`src/rtl/byte_alu_pkg.sv`:
```
package byte_alu_pkg;

    localparam int DATA_W = 8;
    localparam int NIB_W  = DATA_W / 2;
    localparam int OP_W   = 4;

    typedef enum logic [OP_W-1:0] {
        OP_ADD  = 4'd0,
        OP_ADDC = 4'd1,
        OP_AND  = 4'd2,
        OP_OR   = 4'd3,
        OP_CPL  = 4'd4,
        OP_CLR  = 4'd5,
        OP_INC  = 4'd6,
        OP_DEC  = 4'd7,
        OP_RL   = 4'd8,
        OP_DA   = 4'd9
    } alu_op_e;

    typedef enum logic [0:0] {
        ST_IDLE   = 1'b0,
        ST_RESULT = 1'b1
    } out_state_e;

    typedef struct packed {
        logic cy;
        logic cy_we;
        logic ac;
        logic ac_we;
        logic ov;
        logic ov_we;
    } flag_upd_t;

endpackage

```
`src/rtl/byte_alu_adder.sv`:
```
module byte_alu_adder
    import byte_alu_pkg::*;
#(
    parameter int W = DATA_W
) (
    input  logic [W-1:0] a,
    input  logic [W-1:0] b,
    input  logic         cin,
    output logic [W-1:0] sum,
    output logic         c_half,
    output logic         c_pre,
    output logic         c_top
);
    localparam int HALF = W / 2;
    localparam int MIDW = W - 1 - HALF;

    logic [HALF:0] low_part;
    logic [MIDW:0] mid_part;
    logic [1:0]    top_part;

    always_comb begin
        low_part = {1'b0, a[HALF-1:0]} + {1'b0, b[HALF-1:0]} + {{HALF{1'b0}}, cin};
        mid_part = {1'b0, a[W-2:HALF]} + {1'b0, b[W-2:HALF]} + {{MIDW{1'b0}}, low_part[HALF]};
        top_part = {1'b0, a[W-1]} + {1'b0, b[W-1]} + {1'b0, mid_part[MIDW]};
        sum      = {top_part[0], mid_part[MIDW-1:0], low_part[HALF-1:0]};
        c_half   = low_part[HALF];
        c_pre    = mid_part[MIDW];
        c_top    = top_part[1];
    end

endmodule

```
`src/rtl/byte_alu_logic.sv`:
```
module byte_alu_logic
    import byte_alu_pkg::*;
#(
    parameter int W = DATA_W
) (
    input  alu_op_e      op,
    input  logic [W-1:0] a,
    input  logic [W-1:0] b,
    output logic [W-1:0] y
);
    always_comb begin
        unique case (op)
            OP_AND:  y = a & b;
            OP_OR:   y = a | b;
            OP_CPL:  y = ~a;
            OP_CLR:  y = '0;
            OP_RL:   y = {a[W-2:0], a[W-1]};
            default: y = a;
        endcase
    end

endmodule

```
`src/rtl/byte_alu_decadj.sv`:
```
module byte_alu_decadj
    import byte_alu_pkg::*;
#(
    parameter int W = DATA_W
) (
    input  logic [W-1:0] a,
    input  logic         cy,
    input  logic         ac,
    output logic [W-1:0] y,
    output logic         cy_new
);
    localparam int H = W / 2;
    localparam logic [H-1:0] DIGIT_MAX = H'(9);
    localparam logic [W:0]   LO_FIX    = (W+1)'(6);
    localparam logic [W:0]   HI_FIX    = (W+1)'(6) << H;

    logic [W:0] step_lo;
    logic [W:0] step_hi;
    logic       need_lo;
    logic       need_hi;

    always_comb begin
        need_lo = (a[H-1:0] > DIGIT_MAX) || ac;
        step_lo = need_lo ? ({1'b0, a} + LO_FIX) : {1'b0, a};
        need_hi = (step_lo[W-1:H] > DIGIT_MAX) || cy || step_lo[W];
        step_hi = need_hi ? ({1'b0, step_lo[W-1:0]} + HI_FIX) : {1'b0, step_lo[W-1:0]};
        y       = step_hi[W-1:0];
        cy_new  = cy | step_lo[W] | step_hi[W];
    end

endmodule

```
`src/rtl/byte_alu.sv`:
```
module byte_alu
    import byte_alu_pkg::*;
#(
    parameter int W = DATA_W
) (
    input  logic         clk,
    input  logic         rst_n,
    input  logic         op_vld,
    input  logic [3:0]   op_code,
    input  logic [W-1:0] acc_in,
    input  logic [W-1:0] opnd_in,
    input  logic         cy_in,
    input  logic         ac_in,
    output logic [W-1:0] res_out,
    output logic         res_vld,
    output logic         cy_out,
    output logic         cy_we,
    output logic         ac_out,
    output logic         ac_we,
    output logic         ov_out,
    output logic         ov_we
);
    alu_op_e    op;
    out_state_e state_q, state_d;

    logic [W-1:0] add_b;
    logic         add_cin;
    logic [W-1:0] add_sum;
    logic         add_c3, add_c6, add_c7;
    logic [W-1:0] logic_y;
    logic [W-1:0] da_y;
    logic         da_cy;

    logic [W-1:0] res_d;
    flag_upd_t    flg_d;
    logic [W-1:0] res_q;
    flag_upd_t    flg_q;

    assign op = alu_op_e'(op_code);

    // operand steering for the shared adder
    always_comb begin
        unique case (op)
            OP_ADD:  begin add_b = opnd_in; add_cin = 1'b0;  end
            OP_ADDC: begin add_b = opnd_in; add_cin = cy_in; end
            OP_INC:  begin add_b = '0;      add_cin = 1'b1;  end
            OP_DEC:  begin add_b = '1;      add_cin = 1'b0;  end
            default: begin add_b = '0;      add_cin = 1'b0;  end
        endcase
    end

    byte_alu_adder #(.W(W)) u_add (
        .a      (acc_in),
        .b      (add_b),
        .cin    (add_cin),
        .sum    (add_sum),
        .c_half (add_c3),
        .c_pre  (add_c6),
        .c_top  (add_c7)
    );

    byte_alu_logic #(.W(W)) u_log (
        .op (op),
        .a  (acc_in),
        .b  (opnd_in),
        .y  (logic_y)
    );

    byte_alu_decadj #(.W(W)) u_da (
        .a      (acc_in),
        .cy     (cy_in),
        .ac     (ac_in),
        .y      (da_y),
        .cy_new (da_cy)
    );

    // result and flag selection
    always_comb begin
        flg_d = '0;
        unique case (op)
            OP_ADD, OP_ADDC: begin
                res_d       = add_sum;
                flg_d.cy    = add_c7;
                flg_d.cy_we = 1'b1;
                flg_d.ac    = add_c3;
                flg_d.ac_we = 1'b1;
                flg_d.ov    = add_c6 ^ add_c7;
                flg_d.ov_we = 1'b1;
            end
            OP_INC, OP_DEC: res_d = add_sum;
            OP_AND, OP_OR, OP_CPL, OP_CLR, OP_RL: res_d = logic_y;
            OP_DA: begin
                res_d       = da_y;
                flg_d.cy    = da_cy;
                flg_d.cy_we = 1'b1;
            end
            default: res_d = acc_in;
        endcase
    end

    // next state
    always_comb begin
        unique case (state_q)
            ST_IDLE:   state_d = op_vld ? ST_RESULT : ST_IDLE;
            ST_RESULT: state_d = op_vld ? ST_RESULT : ST_IDLE;
            default:   state_d = ST_IDLE;
        endcase
    end

    // state register
    always_ff @(posedge clk or negedge rst_n) begin
        if (!rst_n) state_q <= ST_IDLE;
        else        state_q <= state_d;
    end

    // output registers
    always_ff @(posedge clk or negedge rst_n) begin
        if (!rst_n) begin
            res_q <= '0;
            flg_q <= '0;
        end else if (op_vld) begin
            res_q <= res_d;
            flg_q <= flg_d;
        end else begin
            flg_q.cy_we <= 1'b0;
            flg_q.ac_we <= 1'b0;
            flg_q.ov_we <= 1'b0;
        end
    end

    assign res_out = res_q;
    assign res_vld = (state_q == ST_RESULT);
    assign cy_out  = flg_q.cy;
    assign cy_we   = flg_q.cy_we;
    assign ac_out  = flg_q.ac;
    assign ac_we   = flg_q.ac_we;
    assign ov_out  = flg_q.ov;
    assign ov_we   = flg_q.ov_we;

endmodule

```
`config.mk`:
```
export PLATFORM = sky130hd
export DESIGN_NAME = byte_alu
export DESIGN_NICKNAME = d
export VERILOG_FILES = /design/src/rtl/byte_alu_pkg.sv /design/src/rtl/byte_alu_adder.sv /design/src/rtl/byte_alu_logic.sv /design/src/rtl/byte_alu_decadj.sv /design/src/rtl/byte_alu.sv
export SDC_FILE = /design/constraint.sdc
export NUM_CORES = 1
export LEC_CHECK = 0
export ABC_AREA = 0
export BUFFER_PORTS_ARGS = -buffer_cell sky130_fd_sc_hd__buf_2
export CORE_ASPECT_RATIO = 0.9
export CORE_MARGIN = 3
export CORE_UTILIZATION = 59
export DETAILED_ROUTE_END_ITERATION = 10
export PLACE_DENSITY = 0.86
export SYNTH_ARGS = -nofsm -noshare
export SYNTH_HDL_FRONTEND = slang
export SYNTH_SLANG_ARGS = --single-unit
```
`constraint.sdc`:
```
create_clock -name clk -period 1.7 [get_ports clk]
set_clock_uncertainty 0.1 [all_clocks]
set_input_delay 0.17 -clock clk [delete_from_list [all_inputs] [get_ports clk]]
set_output_delay 0.17 -clock clk [all_outputs]
set_load 0.01 [all_outputs]
```
==> results by group, run 1 <==
Status
  – Status: aborted with a tool error
  – Fail Step: global routing (5_1_grt)
  – Run Error: [ERROR DPL-0033] detailed placement checks failed during check placement.

Yosys
  – Post-synth EDFFs: 0
  – Most area-hungry cell type in the Yosys netlist: dfrtp_1
  – Yosys warns: 0
  – Yosys reg bits: 14
  – Async set or reset register ratio after synthesis: between 90% and 100%
  – Mapped cell area: 1830 sq um
  – Yosys top cell area share: a little under a fifth
  – Mapped Cells: 248
  – Avg Cell Area, Syn: roughly 7.4 sq um
  – Syn Nets: approximately 290
  – Seq/Total Area, Yosys: a little under a fifth
  – Largest cells by area after synthesis: dfrtp_1, a21oi_1, fa_1
  – Cell variety after synth: 56
  – Top_reg_cell synth: dfrtp_1

Floorplanning
  – Die height: 58.9 um
  – Num rows: 18
  – Top Ports: 40
  – Die Wd: approximately 65 um
  – Initial Utilization: 64.0%

STA
  – Worst_ep grt: res_out[7]$_DFFE_PN0P_/D
  – Worst endpoint type: register data pin

GRT
  – Antenna violations before repair: 0
  – Pin count of the biggest net entering global routing: 26

Clocking
  – Total CTS buffers: 3
  – Root Driver: clkbuf_4
  – Worst-case clock buffer depth: 2
  – CTS Sinks: 14
  – H-tree depth: 1

Placed design
  – Port Buffers: 39
  – Routability Congestion: 0.957
  – DPL Wire Length: around 5000 um
  – Placed inst area: approximately 2500 sq um
logic make-up after synthesis:
group	count (synthesis)	synth area share (%)
simple gates	78	21.9
xor+xnor	6	2.87
flops	14	19.1
mux	1	0.546
compound gates	98	35.7
buf+inv	38	9.08
fa+ha+maj	13	10.8
Yosys cell counts, drive strengths merged, types with 2 or more instances:
master	number
xor2	2
inv	14
o22ai	6
a21oi	24
nand2b	6
nand4	3
or3	2
a31oi	6
a211o	4
or4	2
o21ai	20
buf	8
o21a	4
o311ai	2
ha	7
nor2b	5
clkbuf	16
fa	5
nand3	8
o2111ai	2
a22oi	2
or2	2
nor3b	4
nor2	19
o211ai	2
nor3	6
nand2	17
xnor2	4
a211oi	2
dfrtp	14
a21o	8
o31ai	3
per-stage QoR:
step	instances	util, %	hold WS (ns)	setup slack, ns
3_5_place_dp	364	85.9	-0.0189	-2.04
2_1_floorplan	248	-	-0.226	-2.01
3_3_place_gp	364	85.9	-0.0265	-1.91
4_1_cts	375	93.1	0.180	-1.64
repair_timing:
item                                    4_1_cts
endpoints found under the setup margin       11
setup buffers                                 7
resized for setup                            24
hold endpoints to repair                     14
pin swaps                                    23
hold buffers                                  1
==> inputs of run 2 (changes only) <==
--- a/config.mk
+++ b/config.mk
@@ -7,11 +7,10 @@
 export LEC_CHECK = 0
 export ABC_AREA = 0
 export BUFFER_PORTS_ARGS = -buffer_cell sky130_fd_sc_hd__buf_2
-export CORE_ASPECT_RATIO = 0.9
 export CORE_MARGIN = 3
-export CORE_UTILIZATION = 59
+export CORE_UTILIZATION = 40
 export DETAILED_ROUTE_END_ITERATION = 10
-export PLACE_DENSITY = 0.86
+export PLACE_DENSITY_LB_ADDON = 0.15
 export SYNTH_ARGS = -nofsm -noshare
 export SYNTH_HDL_FRONTEND = slang
 export SYNTH_SLANG_ARGS = --single-unit
==> results by group, run 2 <==
Finish
  – Fin nets: roughly 370
  – Flip-flop count of the largest register after layout: 8
  – Fillers: 373
  – Commonest non-fill, non-tap cell in the layout: buf_4
  – Most frequent cells in the layout: buf_4, buf_2, o21ai_0
  – Layout Area Growth over Synthesis: 47.3%
  – Ratio of cells with drive above 1 in the final layout: between 40% and 50%
  – Ant. Diodes: 0
  – Final core utilization: between 60% and 70%

STA
  – Fin crit share: 201%
  – Final Critical Period: between 3 and 4 ns
  – Final setup viols: 11
  – Relative slew slack: 70.0%
  – Worst slew pin tran: about 0.44 ns
  – Slew Viols, Final: 0
  – Max Freq: between 200 and 300 MHz
  – Setup ws final: -1.71 ns
  – RSZ-0062 raised after global routing: yes
  – Hold Fails Final Rpt: 0

Power
  – Pwr per Cell Area: slightly above 500 nW/um^2
  – Leakage: 1.28 nW
  – Worst IR Drop VDD: 235 uV
  – P_sw: about 0.5 mW
  – Combinational fraction of design power: about half
  – Power Total: between 1 and 1.5 mW
  – Switching Share: about 36%
  – Clock Power Share: 24.2%
  – Sequential fraction of design power: about 28%
  – Pint: roughly 0.9 mW

Placed design
  – Port Buffers: 39 (unchanged)
  – DPL Wire Length: 4840 um (was 4900 um)
  – Routability Congestion: 0.877 (was 0.957)

Floorplanning
  – Die height: 73.7 um (was 58.9 um)
  – Num rows: 23 (was 18)
  – Die area: between 5000 and 6000 sq um
  – Die Wd: 73.7 um (was 64.7 um)
  – Initial Utilization: 43.6% (was 64.0%)
  – Top Ports: 40 (unchanged)
  – CORE AREA: approximately 4200 sq um

GRT
  – Pin count of the biggest net entering global routing: 27
  – Number of global-route vias before repair: 2149
  – Total GRT Usage: roughly a quarter
  – Grt ovf: 0
  – First-pass GRT wire length: roughly 11000 um
  – Antenna violations before repair: 0

Routing
  – TritonRoute pass-1 iters: 4
  – Iter 0 DRT Violations: around 220
  – DR WL/cell: 16.7 um
  – Vias: ~2200
  – Routed WL: ~6400 um
  – DRC Markers: 0
  – Post-DRT Antenna Nets: 0
  – Number of vias per cell: 5.76

Critical path
  – Crit path required time: 1.72 ns
  – Startpoint types: primary input
  – R2R Setup Slk: about 0.52 ns
  – Worst Path Arrival: 3.43 ns
  – Worst setup path endpoint: res_out[7]
  – Reg2Reg Depth: 3
  – Slowest-stage cell, CP: fa_1
  – CP startpoint: op_code[1]
  – Crit Reg-Reg Startpoint: res_out[7]
  – CP Cell Sequence: buf_8, or2_4, nor2_4, a21oi_2, fa_2, fa_2, inv_2, a21o_1, a21oi_2, fa_2, inv_2, a21o_1, a21o_1, fa_1, a21oi_2, o31ai_1, a21oi_1, a31o_2, o211ai_1
  – Crit. End Element: flip-flop
  – Reg2reg end: res_out[7]
  – Worst-path fanout max: 4
  – Type of the worst setup path: primary input to flip-flop
  – Crit path largest cell delay: about 0.44 ns

Run
  – Number of max-cap violations: 0

Clocking
  – Clock latency on the worst-skew pair: between 0.2 and 0.3 ns
  – Clock transition at the registers of the reported paths: approximately 0.060 ns
  – Total CTS buffers: 3 (unchanged)
  – Worst-case clock buffer depth: 2 (unchanged)
  – H-tree depth: 1 (unchanged)
  – Root Driver: clkbuf_8 (was clkbuf_4)
  – CTS Sinks: 14 (unchanged)
  – CTS tree: yes

Yosys
  – Mapped cell area: 1830 sq um (unchanged)
  – Avg Cell Area, Syn: 7.39 sq um (unchanged)
  – Yosys warns: 0 (unchanged)
  – Top_reg_cell synth: dfrtp_1 (unchanged)
  – Syn Nets: 285 (unchanged)
  – Most frequent cell after synthesis: a21oi_1 (unchanged)
  – Yosys top cell area share: 19.1% (unchanged)
  – Commonest cells post-synth: a21oi_1, o21ai_0, nor2_1 (unchanged)
  – Seq/Total Area, Yosys: 19.1% (unchanged)
  – Post-synth EDFFs: 0 (unchanged)
  – Most area-hungry cell type in the Yosys netlist: dfrtp_1 (unchanged)
  – Cell variety after synth: 56 (unchanged)
  – Async set or reset register ratio after synthesis: 100% (unchanged)
  – Mapped Cells: 248 (unchanged)
  – Largest cells by area after synthesis: dfrtp_1, a21oi_1, fa_1 (unchanged)
  – Yosys reg bits: 14 (unchanged)

Status
  – Status: complete, but fails checks (was aborted with a tool error)
  – Failing checks: setup timing

Hold path
  – Worst Hold Class: primary input to flip-flop
==> run 2: layout make-up <==
class	count	area, sq um	area share [%]
clock buffers	4	55.1	2.04
inverters	14	52.6	1.95
multi-input cells	196	1440	53.4
flip-flops and latches	14	350	13.0
well taps	50	62.6	2.32
repair buffers	107	738	27.4
==> run 2: timing repair <==
item / 4_1_cts / 5_1_grt
endpoints found under the setup margin: 11 / 11
endpoints found under the hold margin: 14 / 0
pin swaps: 28 / 20
hold buffers: 1 / 0
gates resized for setup: 14 / 15
setup buffers: 8 / 5
==> run 2: kinds of logic (layout without fill, tap and decap cells) <==
group	Yosys count	after routing	synth area share (%)
xor+xnor	6	6	2.87
fa+ha+maj	13	13	10.8
flops	14	14	19.1
mux	1	1	0.546
simple gates	78	78	21.9
compound gates	98	98	35.7
buf+inv	38	125	9.08
==> run 2: power groups by stage <==
| stage | logic [mW] | registers [mW] | clock network [mW] |
|---|---|---|---|
| 2_1_floorplan | 0.328 | 0.406 | 0 |
| 3_3_place_gp | 0.590 | 0.387 | 0 |
| 3_5_place_dp | 0.596 | 0.392 | 0 |
| 4_1_cts | 0.634 | 0.386 | 0.347 |
| 5_1_grt | 0.735 | 0.389 | 0.353 |
| 6_report | 0.670 | 0.386 | 0.336 |
==> run 2: worst min path at each step <==
stage	slack, ns	cells after the start	endpoint	from
5_1_grt	0.25	3	res_out[3]	op_vld
2_1_floorplan	-0.23	0	ac_out	rst_n
6_report	0.21	3	res_out[3]	op_vld
4_1_cts	0.18	3	res_out[3]	op_vld
3_5_place_dp	-0.004	1	res_out[1]	rst_n
3_3_place_gp	-0.01	1	res_out[2]	rst_n
==> run 2: per-layer routing <==
layer / share of wire (%) / GRT usage (%)
met2: 47 / 41.0
met1: 42 / 35.3
met3: 9.6 / 2.74
met5: 0 / 0
met4: 1.4 / 5.23
==> run 2: worst max-delay path: cells and delay by family <==
| family | cells | cell delay (ns) |
|---|---|---|
| adders and majority gates | 4 | 1.57 |
| buffers and inverters | 3 | 0.22 |
| and+or+nand+nor | 2 | 0.34 |
| AOI/OAI and AO/OA | 10 | 1.12 |
==> run 2: stage by stage <==
stage	instance area [sq um]	cells	worst slack, ns	TNS [ns]	hold slack, ns
2_1_floorplan	1900	248	-2.01	-12.51	-0.226
3_3_place_gp	2440	370	-1.92	-12.96	-0.0132
3_5_place_dp	2440	370	-2.04	-13.46	-0.00390
4_1_cts	2630	382	-1.69	-9.72	0.183
5_1_grt	2700	385	-1.85	-11.38	0.251
6_report	2700	385	-1.71	-10.19	0.212
Power figures use the tool's default switching activity.
==> inputs of run 3 (changes only) <==
--- a/config.mk
+++ b/config.mk
@@ -8,7 +8,7 @@
 export ABC_AREA = 0
 export BUFFER_PORTS_ARGS = -buffer_cell sky130_fd_sc_hd__buf_2
 export CORE_MARGIN = 3
-export CORE_UTILIZATION = 40
+export CORE_UTILIZATION = 45
 export DETAILED_ROUTE_END_ITERATION = 10
 export PLACE_DENSITY_LB_ADDON = 0.15
 export SYNTH_ARGS = -nofsm -noshare
==> results by group, run 3 (synthesis results as in run 2) <==
Finish
  – Commonest non-fill, non-tap cell in the layout: buf_4 (unchanged)
  – Final core utilization: 70.8% (was 64.2%)
  – Flip-flop count of the largest register after layout: 8 (unchanged)
  – Ratio of cells with drive above 1 in the final layout: 41.1% (was 42.7%)
  – Ant. Diodes: 0 (unchanged)
  – Post-Layout Cell Count: 381 (was 385)
  – Most frequent cells in the layout: buf_4, buf_2, o21ai_0 (unchanged)
  – Fillers: 304 (was 373)
  – Layout Area Growth over Synthesis: 46.8% (was 47.3%)
  – Fin nets: 371 (was 373)

Clocking
  – Clock transition at the registers of the reported paths: 0.06 ns (about the same)
  – CTS Sinks: 14 (unchanged)
  – Total CTS buffers: 3 (unchanged)
  – CTS tree: yes (unchanged)
  – H-tree depth: 1 (unchanged)
  – Worst-case clock buffer depth: 2 (unchanged)
  – Root Driver: clkbuf_8 (unchanged)
  – Clock latency on the worst-skew pair: 0.26 ns (was 0.25 ns)

Floorplanning
  – CORE AREA: 3800 sq um (was 4200 sq um)
  – Die Wd: 69.8 um (was 73.7 um)
  – Die height: 69.8 um (was 73.7 um)
  – Top Ports: 40 (unchanged)
  – Num rows: 22 (was 23)
  – Die area: 4870 sq um (was 5430 sq um)
  – Initial Utilization: 48.2% (was 43.6%)

Critical path
  – CP Cell Sequence: buf_8, or2_4, nor2_4, a21oi_2, fa_2, fa_2, inv_1, a21o_1, a21oi_2, fa_2, inv_2, a21o_1, a21o_1, fa_1, a21oi_2, o31ai_1, a21oi_1, a31o_2, o211ai_1 (was buf_8, or2_4, nor2_4, a21oi_2, fa_2, fa_2, inv_2, a21o_1, a21oi_2, fa_2, inv_2, a21o_1, a21o_1, fa_1, a21oi_2, o31ai_1, a21oi_1, a31o_2, o211ai_1)
  – CP Depth: 19 (unchanged)
  – Crit path largest cell delay: 0.44 ns (about the same)
  – Slowest-stage cell, CP: fa_1 (unchanged)
  – R2R Setup Slk: 0.55 ns (was 0.52 ns)
  – Worst-path fanout max: 5 (was 4)
  – Type of the worst setup path: primary input to flip-flop (unchanged)
  – CP top delay family: adder cells (unchanged)
  – Worst Path Arrival: 3.40 ns (was 3.43 ns)
  – Startpoint types: primary input (unchanged)
  – Crit. End Element: flip-flop (unchanged)
  – Crit path required time: 1.73 ns (was 1.72 ns)
  – Crit path buf inv count: 3 (unchanged)
  – Reg2Reg Depth: 3 (unchanged)

Placed design
  – Port Buffers: 39 (unchanged)
  – DPL Wire Length: 4690 um (was 4840 um)
  – Routability Congestion: 0.887 (was 0.877)
  – Placed cell count: 367 (was 370)

STA
  – Fin crit share: 198% (was 201%)
  – Final setup viols: 11 (unchanged)
  – Setup ws final: -1.67 ns (was -1.71 ns)
  – Hold slack: 0.197 ns (was 0.212 ns)
  – Setup TNS: -9.49 ns (was -10.19 ns)
  – Relative slew slack: 65.5% (was 70.0%)
  – Hold Fails Final Rpt: 0 (unchanged)
  – Worst slew pin tran: 0.511 ns (was 0.444 ns)
  – RSZ-0062 raised after global routing: yes (unchanged)
  – Final Critical Period: 3.37 ns (was 3.41 ns)
  – Max Freq: 297 MHz (was 293 MHz)
  – Slew Viols, Final: 0 (unchanged)

GRT
  – Grt ovf: 0 (unchanged)
  – Pin count of the biggest net entering global routing: 30 (was 27)
  – Number of global-route vias before repair: 2053 (was 2149)
  – First-pass GRT wire length: 10100 um (was 10700 um)
  – Total GRT Usage: 25.8% (was 25.0%)
  – Antenna violations before repair: 0 (unchanged)

Routing
  – Vias: 2213 (was 2218)
  – Number of vias per cell: 5.81 (was 5.76)
  – DRC Markers: 0 (unchanged)
  – Post-DRT Antenna Nets: 0 (unchanged)
  – TritonRoute pass-1 iters: 4 (unchanged)
  – Routed WL: 6270 um (was 6450 um)
  – DR WL/cell: 16.5 um (was 16.7 um)
  – Iter 0 DRT Violations: 183 (was 224)

Power
  – Pwr per Cell Area: 520 nW/um^2 (was 516 nW/um^2)
  – Leakage: 1.27 nW (was 1.28 nW)
  – Power Total: 1.40 mW (was 1.39 mW)
  – Worst IR Drop VDD: 264 uV (was 235 uV)

Hold path
  – Worst Hold Class: primary input to flip-flop (unchanged)
  – Worst Hold Depth: 2 (was 3)

Status
  – Status: complete, but fails checks (unchanged)
  – Failing checks: setup timing (unchanged)

Run
  – Number of max-cap violations: 0 (unchanged)
run 3: cell types whose count changed in the layout (fill, tap and decap cells not counted), sizes merged:
cell,previous run,this run
buf,106,104
run 3: worst paths after layout:
path	startpoint	to
max in group asynchronous	rst_n	res_out[7]
worst max-delay path	op_code[1]	res_out[7]
min in group asynchronous	rst_n	res_out[1]
worst min-delay path	op_vld	cy_we
worst max register to register	res_out[7]	res_out[7]
worst min register to register	ov_out	ov_out
run 3: cell type report:
cell class	instances	area [sq um]	share of cell area, %
Clock buffer	4	55.1	2.05
Inverter	14	52.6	1.95
Multi-Input combinational cell	196	1450	53.9
Sequential cell	14	350	13.0
Tap cell	48	60.1	2.23
Timing Repair Buffer	105	721	26.8
run 3: report_power, final:
part / switching (mW) / internal, mW
registers: 0.0171 / 0.366
logic: 0.346 / 0.322
clock network: 0.141 / 0.206
total: 0.504 / 0.895
run 3: per-layer routing:
layer	track usage (%)	share of wire [%]	vias up
li1	-	-	1074
met1	35.7	44	1034
met4	7.23	1.5	0
met2	42.1	47	97
met5	0	0	-
met3	3.19	7.5	8
run 3: worst register-to-register path, cell delays in order, from the launching register on:
cell      delay [ns]
dfrtp_1         0.37
o21ai_0         0.13
a2111o_1        0.38
o211ai_1        0.09
run 3: through the flow:
step                      setup slack (ns)  area, sq um
final                                -1.67         2690
after global routing                 -1.78         2690
after CTS                            -1.68         2650
after detailed placement             -2.08         2430
after global placement               -1.90         2430
after floorplan                      -2.01         1900
run 3: repair_timing:
item	CTS	global route
endpoints found under the setup margin	11	11
hold buffers	1	0
setup buffers	9	2
endpoints found under the hold margin	14	0
pin swaps	18	14
gates resized for setup	19	9
==> inputs of run 4 (changes only) <==
--- a/config.mk
+++ b/config.mk
@@ -6,10 +6,10 @@
 export NUM_CORES = 1
 export LEC_CHECK = 0
 export ABC_AREA = 0
-export BUFFER_PORTS_ARGS = -buffer_cell sky130_fd_sc_hd__buf_2
 export CORE_MARGIN = 3
 export CORE_UTILIZATION = 45
 export DETAILED_ROUTE_END_ITERATION = 10
+export DONT_BUFFER_PORTS = 1
 export PLACE_DENSITY_LB_ADDON = 0.15
 export SYNTH_ARGS = -nofsm -noshare
 export SYNTH_HDL_FRONTEND = slang
==> constraint.sdc (replaced) <==
create_clock -name clk -period 3.9 [get_ports clk]
set_clock_uncertainty 0.1 [all_clocks]
set_input_delay 0.39 -clock clk [delete_from_list [all_inputs] [get_ports clk]]
set_output_delay 0.39 -clock clk [all_outputs]
set_load 0.01 [all_outputs]
==> results by group, run 4 (synthesis results as in run 2) <==
Clocking
  – Worst-case clock buffer depth: 2 (unchanged)
  – Root Driver: clkbuf_8 (unchanged)
  – Clock transition at the registers of the reported paths: 0.06 ns (about the same)
  – CTS tree: yes (unchanged)
  – Total CTS buffers: 3 (unchanged)
  – CTS Sinks: 14 (unchanged)
  – Clock latency on the worst-skew pair: 0.25 ns (was 0.26 ns)
  – H-tree depth: 1 (unchanged)
  – Post CTS Setup Buffer Count: 0 (was 9)

Finish
  – Post-Layout Cell Count: 281 (was 381)
  – Flip-flop count of the largest register after layout: 8 (unchanged)
  – Fin nets: 271 (was 371)
  – Fin area: 1910 sq um (was 2690 sq um)
  – Layout Area Growth over Synthesis: 4.23% (was 46.8%)
  – Most frequent cells in the layout: a21oi_1, o21ai_0, nor2_1 (was buf_4, buf_2, o21ai_0)
  – Ant. Diodes: 0 (unchanged)
  – Commonest non-fill, non-tap cell in the layout: a21oi_1 (was buf_4)
  – Ratio of cells with drive above 1 in the final layout: 9.44% (was 41.1%)

Placed design
  – Port Buffers: 0 (was 39)
  – Placed inst area: 1840 sq um (was 2430 sq um)
  – DP Worst Slack: 0.0408 ns (was -2.08 ns)
  – Placed cell count: 276 (was 367)
  – DPL Wire Length: 3970 um (was 4690 um)
  – Routability Congestion: 0.864 (was 0.887)

Routing
  – Vias: 1840 (was 2213)
  – DRC Markers: 0 (unchanged)
  – TritonRoute pass-1 iters: 4 (unchanged)
  – Post-DRT Antenna Nets: 0 (unchanged)
  – Routed WL: 5470 um (was 6270 um)
  – Number of vias per cell: 6.55 (was 5.81)
  – DR WL/cell: 19.5 um (was 16.5 um)
  – Iter 0 DRT Violations: 202 (was 183)

STA
  – Final Critical Period: around 3.6 ns
  – Final setup viols: 0 (was 11)
  – Relative slew slack: 55.1% (was 65.5%)
  – Slew Viols, Final: 0 (unchanged)
  – Worst slew pin tran: 0.671 ns (was 0.511 ns)
  – Fin crit share: 92.1%
  – Setup TNS: 0 ns (was -9.49 ns)
  – Max Freq: about 280 MHz
  – Setup ws final: 0.310 ns (was -1.67 ns)
  – RSZ-0062 raised after global routing: no (was yes)
  – Hold Fails Final Rpt: 0 (unchanged)

Power
  – Combinational fraction of design power: 31.0% (was 47.8%)
  – Power Total: 0.467 mW (was 1.40 mW)
  – Leakage: 0.784 nW (was 1.27 nW)
  – Switching Share: 31.8% (was 36.0%)
  – P_sw: 0.149 mW (was 0.504 mW)
  – Sequential fraction of design power: 38.1% (was 27.4%)
  – Worst IR Drop VDD: 114 uV (was 264 uV)
  – Pint: 0.318 mW (was 0.895 mW)
  – Pwr per Cell Area: 245 nW/um^2 (was 520 nW/um^2)
  – Clock Power Share: 30.9% (was 24.8%)

Critical path
  – Worst Path Arrival: 3.62 ns (was 3.40 ns)
  – Reg2Reg Depth: 3 (unchanged)
  – Crit. End Element: flip-flop (unchanged)
  – Crit path buf inv count: 2 (was 3)
  – CP top delay family: adder cells (unchanged)
  – Reg2reg end: res_out[7] (unchanged)
  – CP Cell Sequence: nand2_1, o21ai_1, nand2b_1, fa_2, fa_2, inv_1, a21o_1, a21oi_2, fa_2, inv_2, a21o_1, a21o_1, fa_1, a21oi_1, o31ai_1, a21oi_1, a31o_2, o211ai_1 (was buf_8, or2_4, nor2_4, a21oi_2, fa_2, fa_2, inv_1, a21o_1, a21oi_2, fa_2, inv_2, a21o_1, a21o_1, fa_1, a21oi_2, o31ai_1, a21oi_1, a31o_2, o211ai_1)
  – Type of the worst setup path: primary input to flip-flop (unchanged)
  – CP Depth: 18 (was 19)
  – Crit path required time: 3.93 ns (was 1.73 ns)
  – Worst-path fanout max: 29 (was 5)
  – Startpoint types: primary input (unchanged)
  – Crit path largest cell delay: 0.42 ns (was 0.44 ns)
  – R2R Setup Slk: 2.68 ns (was 0.55 ns)
  – Slowest-stage cell, CP: fa_1 (unchanged)
  – Crit Reg-Reg Startpoint: res_out[7] (unchanged)

GRT
  – Number of global-route vias before repair: 1712 (was 2053)
  – First-pass GRT wire length: 9010 um (was 10100 um)
  – Antenna violations before repair: 0 (unchanged)
  – Pin count of the biggest net entering global routing: 34 (was 30)
  – Grt ovf: 0 (unchanged)
  – Total GRT Usage: 22.7% (was 25.8%)

Floorplanning
  – Die Wd: 69.8 um (unchanged)
  – Top Ports: 40 (unchanged)
  – Die height: 69.8 um (unchanged)
  – Initial Utilization: 48.2% (unchanged)
  – CORE AREA: 3800 sq um (unchanged)
  – Die area: 4870 sq um (unchanged)
  – Num rows: 22 (unchanged)

Hold path
  – Hold path endpoint: res_vld (was cy_we)
  – Worst Hold Class: primary input to flip-flop (unchanged)
  – Worst Hold Depth: 0 (was 2)
  – Hold Crit Start: op_vld (unchanged)

Status
  – Status: finished clean (was complete, but fails checks)

Run
  – Number of max-cap violations: 0 (unchanged)
-- run 4: changes by cell type in the layout (fill, tap and decap cells not counted), moves of 3 or more --
cell	change
xnor2_2	-3
a21oi_1	+5
buf_4	-58
xnor2_1	+3
buf_2	-37
buf_6	-4
a21oi_2	-4
-- run 4: worst max path at each step --
stage | start | end | slack (ns)
5_1_grt | op_code[1] | res_out[7] | 0.03
3_5_place_dp | op_code[1] | res_out[7] | 0.04
3_3_place_gp | op_code[1] | res_out[7] | 0.14
6_report | op_code[1] | res_out[7] | 0.31
2_1_floorplan | op_code[2] | res_out[7] | -0.03
4_1_cts | op_code[1] | res_out[7] | 0.29
-- run 4: layer usage --
| metal | up-vias | wire, um | track usage, % |
|---|---|---|---|
| met3 | 4 | 497 | 6.09 |
| li1 | 879 | - | - |
| met5 | - | 0 | 0 |
| met2 | 75 | 2300 | 32.2 |
| met1 | 882 | 2630 | 33.4 |
| met4 | 0 | 39 | 6.38 |
-- run 4: area by class of cell --
type | instances | area, sq um
Clock buffer | 4 | 55.1
Fill cell | 389 | 1890
Inverter | 14 | 52.6
Multi-Input combinational cell | 196 | 1350
Sequential cell | 14 | 350
Tap cell | 48 | 60.1
Timing Repair Buffer | 5 | 40.0
-- run 4: what timing repair did --
| item | in CTS | in global routing |
|---|---|---|
| setup endpoints to repair | 0 | 1 |
| resized for setup | 0 | 1 |
| hold buffers | 1 | 0 |
| endpoints found under the hold margin | 14 | 0 |
-- run 4: power by group through the flow --
| stage | Clock [mW] | Combinational [mW] | Sequential [mW] |
|---|---|---|---|
| 6_report | 0.144 | 0.145 | 0.178 |
| 5_1_grt | 0.152 | 0.165 | 0.180 |
| 4_1_cts | 0.145 | 0.144 | 0.178 |
| 3_5_place_dp | 0 | 0.140 | 0.181 |
| 3_3_place_gp | 0 | 0.140 | 0.180 |
| 2_1_floorplan | 0 | 0.143 | 0.177 |
-- run 4: per-stage QoR --
step | util [%] | hold WS, ns
2_1_floorplan | - | -0.00559
3_3_place_gp | 48.6 | -0.00530
3_5_place_dp | 48.6 | -0.00527
4_1_cts | 50.3 | 0.0677
5_1_grt | 50.3 | 0.0594
6_report | 50.3 | 0.0690
